File: src/rtl/mc_pkg.sv
package mc_pkg;
    typedef enum logic [3:0] {
        S_FETCH, S_DECODE, S_RR, S_RI, S_ADDR,
        S_LD, S_ST, S_BR, S_JMP, S_WB, S_HALT
    } state_t;

    typedef enum logic [1:0] {ALU_ADD, ALU_SUB, ALU_SLT} alu_op_t;

    localparam logic [5:0] OPC_RTYPE = 6'b000000;
    localparam logic [5:0] OPC_ADDI  = 6'b001000;
    localparam logic [5:0] OPC_LW    = 6'b100011;
    localparam logic [5:0] OPC_SW    = 6'b101011;
    localparam logic [5:0] OPC_BEQ   = 6'b000100;
    localparam logic [5:0] OPC_J     = 6'b000010;

    localparam logic [5:0] FN_ADD = 6'b100000;
    localparam logic [5:0] FN_SUB = 6'b100010;
    localparam logic [5:0] FN_SLT = 6'b101010;

    localparam logic [31:0] HALT_WORD = 32'hFFFF_FFFF;
endpackage
File: src/rtl/mc_regfile.sv
module mc_regfile #(
    parameter int DW   = 32,
    parameter int NREG = 32,
    localparam int AW  = $clog2(NREG)
) (
    input  logic          clk,
    input  logic          rst_n,
    input  logic [AW-1:0] ra,
    input  logic [AW-1:0] rb,
    output logic [DW-1:0] rda,
    output logic [DW-1:0] rdb,
    input  logic          we,
    input  logic [AW-1:0] wa,
    input  logic [DW-1:0] wd
);
    logic [DW-1:0] regs [NREG];

    always_ff @(posedge clk) begin
        if (!rst_n) begin
            for (int i = 0; i < NREG; i++) regs[i] <= '0;
        end else if (we && (wa != '0)) begin
            regs[wa] <= wd;
        end
    end

    assign rda = regs[ra];
    assign rdb = regs[rb];

    AST_ZERO_REG_READ: assert property (@(posedge clk) disable iff (!rst_n)
        (ra == '0) |-> (rda == '0));
endmodule
File: src/rtl/mc_alu.sv
module mc_alu
    import mc_pkg::*;
#(
    parameter int DW = 32
) (
    input  logic [DW-1:0] a,
    input  logic [DW-1:0] b,
    input  alu_op_t       op,
    output logic [DW-1:0] y
);
    always_comb begin
        unique case (op)
            ALU_ADD: y = a + b;
            ALU_SUB: y = a - b;
            ALU_SLT: y = ($signed(a) < $signed(b)) ? DW'(1) : '0;
            default: y = a + b;
        endcase
    end
endmodule
File: src/rtl/mc_ctrl.sv
module mc_ctrl
    import mc_pkg::*;
(
    input  logic        clk,
    input  logic        rst_n,
    input  logic [5:0]  opc,
    input  logic [5:0]  fn,
    input  logic [31:0] fetch_word,
    output state_t      state,
    output logic        ir_ld,
    output logic        pc_inc,
    output logic        ab_ld,
    output logic        res_alu_ld,
    output logic        res_mem_ld,
    output logic        use_res_addr,
    output logic        alu_b_imm,
    output alu_op_t     alu_op,
    output logic        mem_we,
    output logic        rf_we,
    output logic        dst_is_rd,
    output logic        br_try,
    output logic        jmp_go,
    output logic        halt
);
    state_t nxt;
    logic   dst_rd_q;

    always_ff @(posedge clk) begin
        if (!rst_n) begin
            state    <= S_FETCH;
            dst_rd_q <= 1'b0;
        end else begin
            state <= nxt;
            if (state == S_RR) dst_rd_q <= 1'b1;
            else if (state == S_RI || state == S_LD) dst_rd_q <= 1'b0;
        end
    end

    always_comb begin
        nxt = state;
        unique case (state)
            S_FETCH:  nxt = (fetch_word == HALT_WORD) ? S_HALT : S_DECODE;
            S_DECODE: begin
                if (opc == OPC_RTYPE)
                    nxt = (fn == FN_ADD || fn == FN_SUB || fn == FN_SLT) ? S_RR : S_FETCH;
                else if (opc == OPC_ADDI) nxt = S_RI;
                else if (opc == OPC_LW || opc == OPC_SW) nxt = S_ADDR;
                else if (opc == OPC_BEQ) nxt = S_BR;
                else if (opc == OPC_J) nxt = S_JMP;
                else nxt = S_FETCH;
            end
            S_RR, S_RI: nxt = S_WB;
            S_ADDR:   nxt = (opc == OPC_LW) ? S_LD : S_ST;
            S_LD:     nxt = S_WB;
            S_ST, S_BR, S_JMP, S_WB: nxt = S_FETCH;
            S_HALT:   nxt = S_HALT;
            default:  nxt = S_FETCH;
        endcase
    end

    always_comb begin
        ir_ld = 1'b0; pc_inc = 1'b0; ab_ld = 1'b0;
        res_alu_ld = 1'b0; res_mem_ld = 1'b0; use_res_addr = 1'b0;
        alu_b_imm = 1'b0; alu_op = ALU_ADD; mem_we = 1'b0;
        rf_we = 1'b0; br_try = 1'b0; jmp_go = 1'b0; halt = 1'b0;
        dst_is_rd = dst_rd_q;
        unique case (state)
            S_FETCH:  begin ir_ld = 1'b1; pc_inc = 1'b1; end
            S_DECODE: ab_ld = 1'b1;
            S_RR: begin
                res_alu_ld = 1'b1;
                alu_op = (fn == FN_SUB) ? ALU_SUB : (fn == FN_SLT) ? ALU_SLT : ALU_ADD;
            end
            S_RI, S_ADDR: begin res_alu_ld = 1'b1; alu_b_imm = 1'b1; end
            S_LD:     begin use_res_addr = 1'b1; res_mem_ld = 1'b1; end
            S_ST:     begin use_res_addr = 1'b1; mem_we = 1'b1; end
            S_BR:     br_try = 1'b1;
            S_JMP:    jmp_go = 1'b1;
            S_WB:     rf_we = 1'b1;
            S_HALT:   halt = 1'b1;
            default:  ;
        endcase
    end

    AST_WB_RETURNS: assert property (@(posedge clk) disable iff (!rst_n)
        (state == S_WB) |=> (state == S_FETCH));
    AST_LOAD_PATH: assert property (@(posedge clk) disable iff (!rst_n)
        (state == S_LD) |-> ($past(state) == S_ADDR && $past(state, 2) == S_DECODE));
    AST_HALT_STICKY: assert property (@(posedge clk) disable iff (!rst_n)
        halt |=> halt);
    AST_HALT_FROM_WORD: assert property (@(posedge clk) disable iff (!rst_n)
        $rose(halt) |-> ($past(state) == S_FETCH && $past(fetch_word) == HALT_WORD));
endmodule
File: src/rtl/mc_cpu.sv
module mc_cpu
    import mc_pkg::*;
#(
    parameter int ADDR_W = 10
) (
    input  logic              clk,
    input  logic              rst_n,
    output logic [ADDR_W-1:0] mem_addr,
    output logic              mem_we,
    output logic [31:0]       mem_wdata,
    input  logic [31:0]       mem_rdata,
    output logic              halt
);
    localparam int DW   = 32;
    localparam int NREG = 32;
    localparam int RAW  = $clog2(NREG);

    logic [DW-1:0] pc_q, ir_q, a_q, b_q, res_q;
    logic [DW-1:0] rda, rdb, imm_sx, alu_b, alu_y;
    logic [RAW-1:0] wa;
    state_t  state;
    alu_op_t alu_op;
    logic ir_ld, pc_inc, ab_ld, res_alu_ld, res_mem_ld, use_res_addr;
    logic alu_b_imm, rf_we, dst_is_rd, br_try, jmp_go;

    mc_ctrl u_ctrl (
        .clk(clk), .rst_n(rst_n), .opc(ir_q[31:26]), .fn(ir_q[5:0]),
        .fetch_word(mem_rdata), .state(state), .ir_ld(ir_ld), .pc_inc(pc_inc),
        .ab_ld(ab_ld), .res_alu_ld(res_alu_ld), .res_mem_ld(res_mem_ld),
        .use_res_addr(use_res_addr), .alu_b_imm(alu_b_imm), .alu_op(alu_op),
        .mem_we(mem_we), .rf_we(rf_we), .dst_is_rd(dst_is_rd), .br_try(br_try),
        .jmp_go(jmp_go), .halt(halt)
    );

    assign imm_sx = {{16{ir_q[15]}}, ir_q[15:0]};
    assign alu_b  = alu_b_imm ? imm_sx : b_q;
    assign wa     = dst_is_rd ? ir_q[15:11] : ir_q[20:16];

    mc_regfile #(.DW(DW), .NREG(NREG)) u_rf (
        .clk(clk), .rst_n(rst_n), .ra(ir_q[25:21]), .rb(ir_q[20:16]),
        .rda(rda), .rdb(rdb), .we(rf_we), .wa(wa), .wd(res_q)
    );

    mc_alu #(.DW(DW)) u_alu (.a(a_q), .b(alu_b), .op(alu_op), .y(alu_y));

    always_ff @(posedge clk) begin
        if (!rst_n) begin
            pc_q <= '0; ir_q <= '0; a_q <= '0; b_q <= '0; res_q <= '0;
        end else begin
            if (ir_ld) ir_q <= mem_rdata;
            if (pc_inc) pc_q <= pc_q + 32'd4;
            else if (br_try && (a_q == b_q)) pc_q <= pc_q + {imm_sx[29:0], 2'b00};
            else if (jmp_go) pc_q <= {pc_q[31:28], ir_q[25:0], 2'b00};
            if (ab_ld) begin a_q <= rda; b_q <= rdb; end
            if (res_alu_ld) res_q <= alu_y;
            else if (res_mem_ld) res_q <= mem_rdata;
        end
    end

    assign mem_addr  = use_res_addr ? res_q[ADDR_W+1:2] : pc_q[ADDR_W+1:2];
    assign mem_wdata = b_q;

    AST_PC_STEPS_ON_FETCH: assert property (@(posedge clk) disable iff (!rst_n)
        (state == S_FETCH) |=> (pc_q == $past(pc_q) + 32'd4));
    AST_PC_HELD_ON_WB: assert property (@(posedge clk) disable iff (!rst_n)
        (state == S_WB || state == S_ST) |=> $stable(pc_q));
    AST_NO_STORE_HALTED: assert property (@(posedge clk) disable iff (!rst_n)
        halt |-> !mem_we);
endmodule
File: config.mk
export PLATFORM = sky130hd
export DESIGN_NAME = mc_cpu
export DESIGN_NICKNAME = d
export VERILOG_FILES = /design/src/rtl/mc_pkg.sv /design/src/rtl/mc_regfile.sv /design/src/rtl/mc_alu.sv /design/src/rtl/mc_ctrl.sv /design/src/rtl/mc_cpu.sv
export SDC_FILE = /design/constraint.sdc
export NUM_CORES = 2
export LEC_CHECK = 0
export CORE_AREA = 2 2 337 339
export DETAILED_ROUTE_END_ITERATION = 10
export DIE_AREA = 0 0 339 341
export PLACE_DENSITY_LB_ADDON = 0.1
export RECOVER_POWER = 100
export SYNTH_ARGS = -nofsm -noshare
export SYNTH_HDL_FRONTEND = slang
export SYNTH_SLANG_ARGS = --single-unit
File: constraint.sdc
create_clock -name clk -period 4.5 [get_ports clk]
set_clock_uncertainty 0.1 [all_clocks]
set_input_delay 0.45 -clock clk [delete_from_list [all_inputs] [get_ports clk]]
set_output_delay 0.45 -clock clk [all_outputs]
set_load 0.02 [all_outputs]
# [Yosys cells after proc, flatten, opt, wreduce, memory -nomap -nowiden]
# Memories as Yosys holds them, arrays and structs flattened. A register that Yosys moved wholly into a read port is not among the register bits.
# Cells that the tools add are included.
[op_classes] n_eq_ne=22 n_addsub=4 magnitude_cmp=1 reduce_logical=20 n_mux=42
[ops] operator="$mux 32" n=6
[ops] operator="$add 32x32->32" n=2
[ops] operator="$pmux 32 s2" n=1
[ops] operator="$add 32x3->32 const B" n=1
[ops] operator="$eq 32x32->1" n=1
[ops] operator="$eq 32x32->1 const B" n=1
[ops] operator="$lt 32x32->1" n=1
[ops] operator="$reduce_or 32->1" n=1
[ops] operator="$sub 32x32->32" n=1
[ops] operator="$eq 6x6->1 const B" n=5
[ops] operator="$mux 28" n=1
[ops] operator="$mux 4" n=6
[ops] operator="$pmux 4 s5" n=1
[ops] operator="$mux 1" n=19
[ops] operator="$eq 4x3->1 const B" n=4
[ops] operator="$eq 4x4->1 const B" n=3
[ops] operator="$mux 10" n=1
[ops] operator="$mux 2" n=5
[ops] operator="$mux 5" n=2
[ops] operator="$eq 4x2->1 const B" n=2
[ops] operator="$eq 6x2->1 const B" n=1
[ops] operator="$eq 6x3->1 const B" n=1
[ops] operator="$eq 6x4->1 const B" n=1
[ops] operator="$logic_not 6->1" n=1
[ops] operator="other kinds (12)" n=21
[totals] register_bits=101 elab_cells=96 mem_count=1 out_inout_bits=44 ramBits=1024
[mem_list] name="u_rf.regs" depth=32 width=32 read_ports=2 rd_clocked_by_memory_dff=2 wr=32 line_no="mc_regfile.sv:16" rtl="logic [DW-1:0] regs [NREG];"

# [Longest topological paths before layout]
[logic_depth] ltp_word=8 depth_mapped=19 depth_no_buf=17

# [Cells and area by module]
# From an unflattened synthesis, not the netlist that was laid out.
[unflattened] cells_unflattened=6058 area_unflattened_um2=67430.9
[modules_own_cells] module="mc_regfile" seq_area_each_um2=30749.5 n_inst=1 cells_per_inst=4609 area_per_inst_um2=55717.2
[modules_own_cells] module="mc_cpu" seq_area_each_um2=2762.6 n_inst=1 cells_per_inst=773 area_per_inst_um2=7231.9
[modules_own_cells] module="mc_alu" seq_area_each_um2=0.0 n_inst=1 cells_per_inst=593 area_per_inst_um2=3898.7
[modules_own_cells] module="mc_ctrl" seq_area_each_um2=100.1 n_inst=1 cells_per_inst=83 area_per_inst_um2=583.1

# [Worst setup path after synthesis]
# OpenSTA, ideal clock, no wires.
[synth_timing] path_kind="input to register" start="input rst_n" end="memory u_rf.regs[16][0], enable pin" cell_stages=6 arrival_ps=4008 path_buffers=2 setup_ps=466 slack_ps=-73 path_cell_list="inv_1 > or4_1 > clkbuf_1 > or3_1 > buf_2 > o21ai_0"
[synth_lines] element="from (decl)" line_no="mc_cpu.sv:7" rtl="input logic rst_n,"
[synth_lines] element="to (decl)" line_no="mc_regfile.sv:16"

==> impl_metrics.env <==
export IMPL_status="finished, violations left"
export IMPL_violations="max-capacitance violations, max-slew violations"
export IMPL_dieArea_sq_um=116000
export IMPL_hold_viol=0
export IMPL_yosysTopAreaCellShare_pct=47.5
export IMPL_area_growth_syn_to_layout_pct=10.4
export IMPL_ys_async_sr_fraction_pct=0
export IMPL_via_count=42100
export IMPL_rsz0062_at_grt="no"
export IMPL_start_util_pct=57.8
export IMPL_utilization_pct=63.8
export IMPL_worstHoldPathCells=3
export IMPL_port_buffers=77
export IMPL_cts_num_sinks=1167
export IMPL_num_rows=123
export IMPL_syn_instance_count=4573
export IMPL_fp_dieW_um=339
export IMPL_reg2reg_from="u_ctrl.state[1]"
export IMPL_antenna_found_initial=9
export IMPL_power_frac_clock_pct=24.3
export IMPL_min_to="res_q[31]"
export IMPL_place_area_sq_um=68200
export IMPL_power_switching_mw=16.6
export IMPL_pin_count=78
export IMPL_crit_required_ns=5.01
export IMPL_crit_type="reg -> reg"
export IMPL_drive_gt1_share_pct=23.1
export IMPL_arrival_ns=4.96
export IMPL_drv_cap=10
export IMPL_cellLeakagePower_nw=24.7
export IMPL_post_cts_resized=0
export IMPL_final_net_count=4677
export IMPL_crit_path_end_kind="flop"
export IMPL_irDropWorstVdd_v=0.000504
export IMPL_cts_clk_slew_worst_paths_ns=0.06
export IMPL_use_met3_pct=8.46
export IMPL_final_common_cell="edfxtp_1"
export IMPL_place_congestion=0.987
export IMPL_postCtsSetupBuffers=0
export IMPL_p_comb_share_pct=42.5
export IMPL_synth_edf_count=1024
export IMPL_worst_path_buf_inv=2
export IMPL_synth_cell_types=95
export IMPL_worst_pin_slew_ns=2.55
export IMPL_hold_start="rst_n"
export IMPL_drt_first_iter_violations=5796
export IMPL_rrSetupSlack_ns=0.05
export IMPL_setup_viol=0
export IMPL_crit_reg2reg_capture="u_rf.regs[12][12]"
export IMPL_netlist_top_cells_area="edfxtp_1 (48%), mux4_2 (22%), and2_1 (9.4%), dfxtp_1 (4.4%), clkbuf_1 (1.9%)"
export IMPL_max_stage_delay_ns=1.06
export IMPL_clock_latency_ns=0.77
export IMPL_period_share_pct=98.9
export IMPL_crit_chain="clkbuf_1, nand2b_1, or4_1, or3_1, nor2_1, clkbuf_4, and2_1"
export IMPL_critPathSlowestCell="nor2_1"
export IMPL_cts_tree="built"
export IMPL_final_cell_mix="edfxtp_1 (1024), mux4_2 (640), and2_1 (573)"
export IMPL_hold_class="in -> reg"
export IMPL_swShare_pct=38.7
export IMPL_first_pass_iters=5
export IMPL_finalMaxSlewViolations=277
export IMPL_cts_root_buf="clkbuf_16"
export IMPL_worstSetupStartpointType="flop"
export IMPL_grt_util_met1_pct=49.6
export IMPL_p_int_mw=26.2
export IMPL_cts_buffers=131
export IMPL_cts_hold_fix_buffers=0
export IMPL_ant_nets=0
export IMPL_fin_ws_ns=0.0484
export IMPL_power_frac_seq_pct=33.2
export IMPL_final_cell_area_sq_um=71400
export IMPL_synth_seq_cells=1167
export IMPL_fmax_ghz=0.225
export IMPL_antenna_cells=0
export IMPL_busiest_layer="met2"
export IMPL_fin_crit_ns=4.45
export IMPL_drc_errors=0
export IMPL_track_usage_pct=36.0
export IMPL_coreArea_sq_um=112000
export IMPL_die_h_um=341
export IMPL_synth_main_ff_cell="edfxtp_1"
export IMPL_synth_seq_area_share_pct=52.0
export IMPL_wirelength_mm=206
export IMPL_preCtsSetupSlack_ns=0.209
export IMPL_gr_usage_met2_pct=56.5
export IMPL_max_clock_path_buffers=3
export IMPL_grt_pass1_vias=42000
export IMPL_yosys_area_top_type="edfxtp_1"
export IMPL_dp_hpwl_mm=126
export IMPL_cp_num_cells=7
export IMPL_h_tree_depth=4
export IMPL_powerDensity_nw_per_um2=599
export IMPL_syn_area_sq_um=64700
export IMPL_rr_worst_depth=7
export IMPL_ys_warn_count=0
export IMPL_vias_per_cell=6.83
export IMPL_grt_max_degree=129
export IMPL_grt_ovfl_total=0
export IMPL_avgSynthCellArea_sq_um=14.1
export IMPL_wl_per_cell_um=33.4
export IMPL_cp_max_fo=20
export IMPL_slew_headroom_pct=-69.8
export IMPL_cp_top_family="simple AND/OR/NAND/NOR gates"
export IMPL_grt_first_pass_wirelength_mm=296
[power by group through the flow]
stage          logic [mW]  registers, mW  clock network [mW]
6_report             18.2           14.2                10.4
3_5_place_dp         18.1           14.3                   0
4_1_cts              18.1           14.1                10.5
2_1_floorplan        12.6           13.6                   0
5_1_grt              19.2           14.3                10.9
3_3_place_gp         18.0           14.3                   0
[metal layers]
| layer | part of all wire, % | wire, um |
|---|---|---|
| met5 | 0.0063 | 13 |
| met4 | 3.8 | 7820 |
| met3 | 12 | 25000 |
| met2 | 47 | 96500 |
| met1 | 37 | 76400 |
[cell usage after synthesis (7+ instances only)]
| cell | number |
|---|---|
| xor2_1 | 11 |
| a221oi_1 | 15 |
| nand2_1 | 154 |
| a22oi_1 | 8 |
| nor2b_1 | 14 |
| ha_1 | 74 |
| buf_1 | 17 |
| or3_1 | 11 |
| a211oi_1 | 71 |
| edfxtp_1 | 1024 |
| and2_1 | 968 |
| o21ai_0 | 84 |
| a311oi_1 | 7 |
| a21o_1 | 36 |
| nand4_1 | 25 |
| nand2b_1 | 11 |
| a31oi_1 | 8 |
| or2_2 | 8 |
| nand3_1 | 38 |
| a221o_1 | 7 |
| clkbuf_2 | 13 |
| o21a_1 | 8 |
| o21bai_1 | 15 |
| nor2_1 | 178 |
| inv_1 | 74 |
| clkbuf_1 | 330 |
| mux4_2 | 640 |
| mux2i_1 | 69 |
| nor3_1 | 28 |
| and3_1 | 47 |
| o22ai_1 | 13 |
| xnor2_1 | 66 |
| buf_2 | 78 |
| mux2_2 | 23 |
| dfxtp_1 | 143 |
| nor4_1 | 10 |
| a21oi_1 | 124 |
[sequential cells by signal, summed over array words and instances (netlist names)]
signal,flops
a_q,32
ir_q,32
mem_wdata,32
pc_q,10
res_q,32
u_ctrl.dst_is_rd,1
u_ctrl.state,4
u_rf.regs,1024
[through the flow]
step / TNS, ns / power [mW] / std cells / hold WS [ns]
6_report: 0 / 42.7 / 6163 / 0.210
5_1_grt: 0 / 44.4 / 6163 / 0.197
4_1_cts: 0 / 42.8 / 6163 / 0.155
3_5_place_dp: 0 / 32.4 / 5933 / 0.363
3_3_place_gp: 0 / 32.4 / 5933 / 0.361
2_1_floorplan: -13.68 / 26.1 / 4604 / 0.334
[final cells by class]
type	instances	area, sq um
clock buffers	174	3590
clock inverters	56	499
fillers	8269	40500
inverters	75	288
multi-input cells	2919	29300
flip-flops and latches	1167	33600
well taps	1500	1880
repair buffers	272	2230
[worst max-delay path by stage]
stage                                from           endpoint  slack (ns)
after CTS                 u_ctrl.state[1]           res_q[0]        0.21
after global placement    u_ctrl.state[1]           res_q[0]        0.32
after detailed placement  u_ctrl.state[1]           res_q[0]        0.21
after global routing      u_ctrl.state[1]   u_rf.regs[3][23]       0.004
final                     u_ctrl.state[1]  u_rf.regs[12][12]        0.05
after floorplan                     rst_n   u_rf.regs[16][0]       -0.07
[cell families after synthesis]
logic type / synth area share [%]
adders and majority gates: 1.52
xor gates and xnor gates: 1.04
AOI/OAI and AO/OA: 5.01
other: 0.00580
DFF: 52.0
muxes: 23.8
and+or+nand+nor: 13.5
buffers and inverters: 3.22
[tightest hold or removal path, stage by stage]
cell      delay [ns]
clkbuf_1        0.12
buf_4           0.29
o31a_1          0.16
Power figures use the tool's default switching activity.
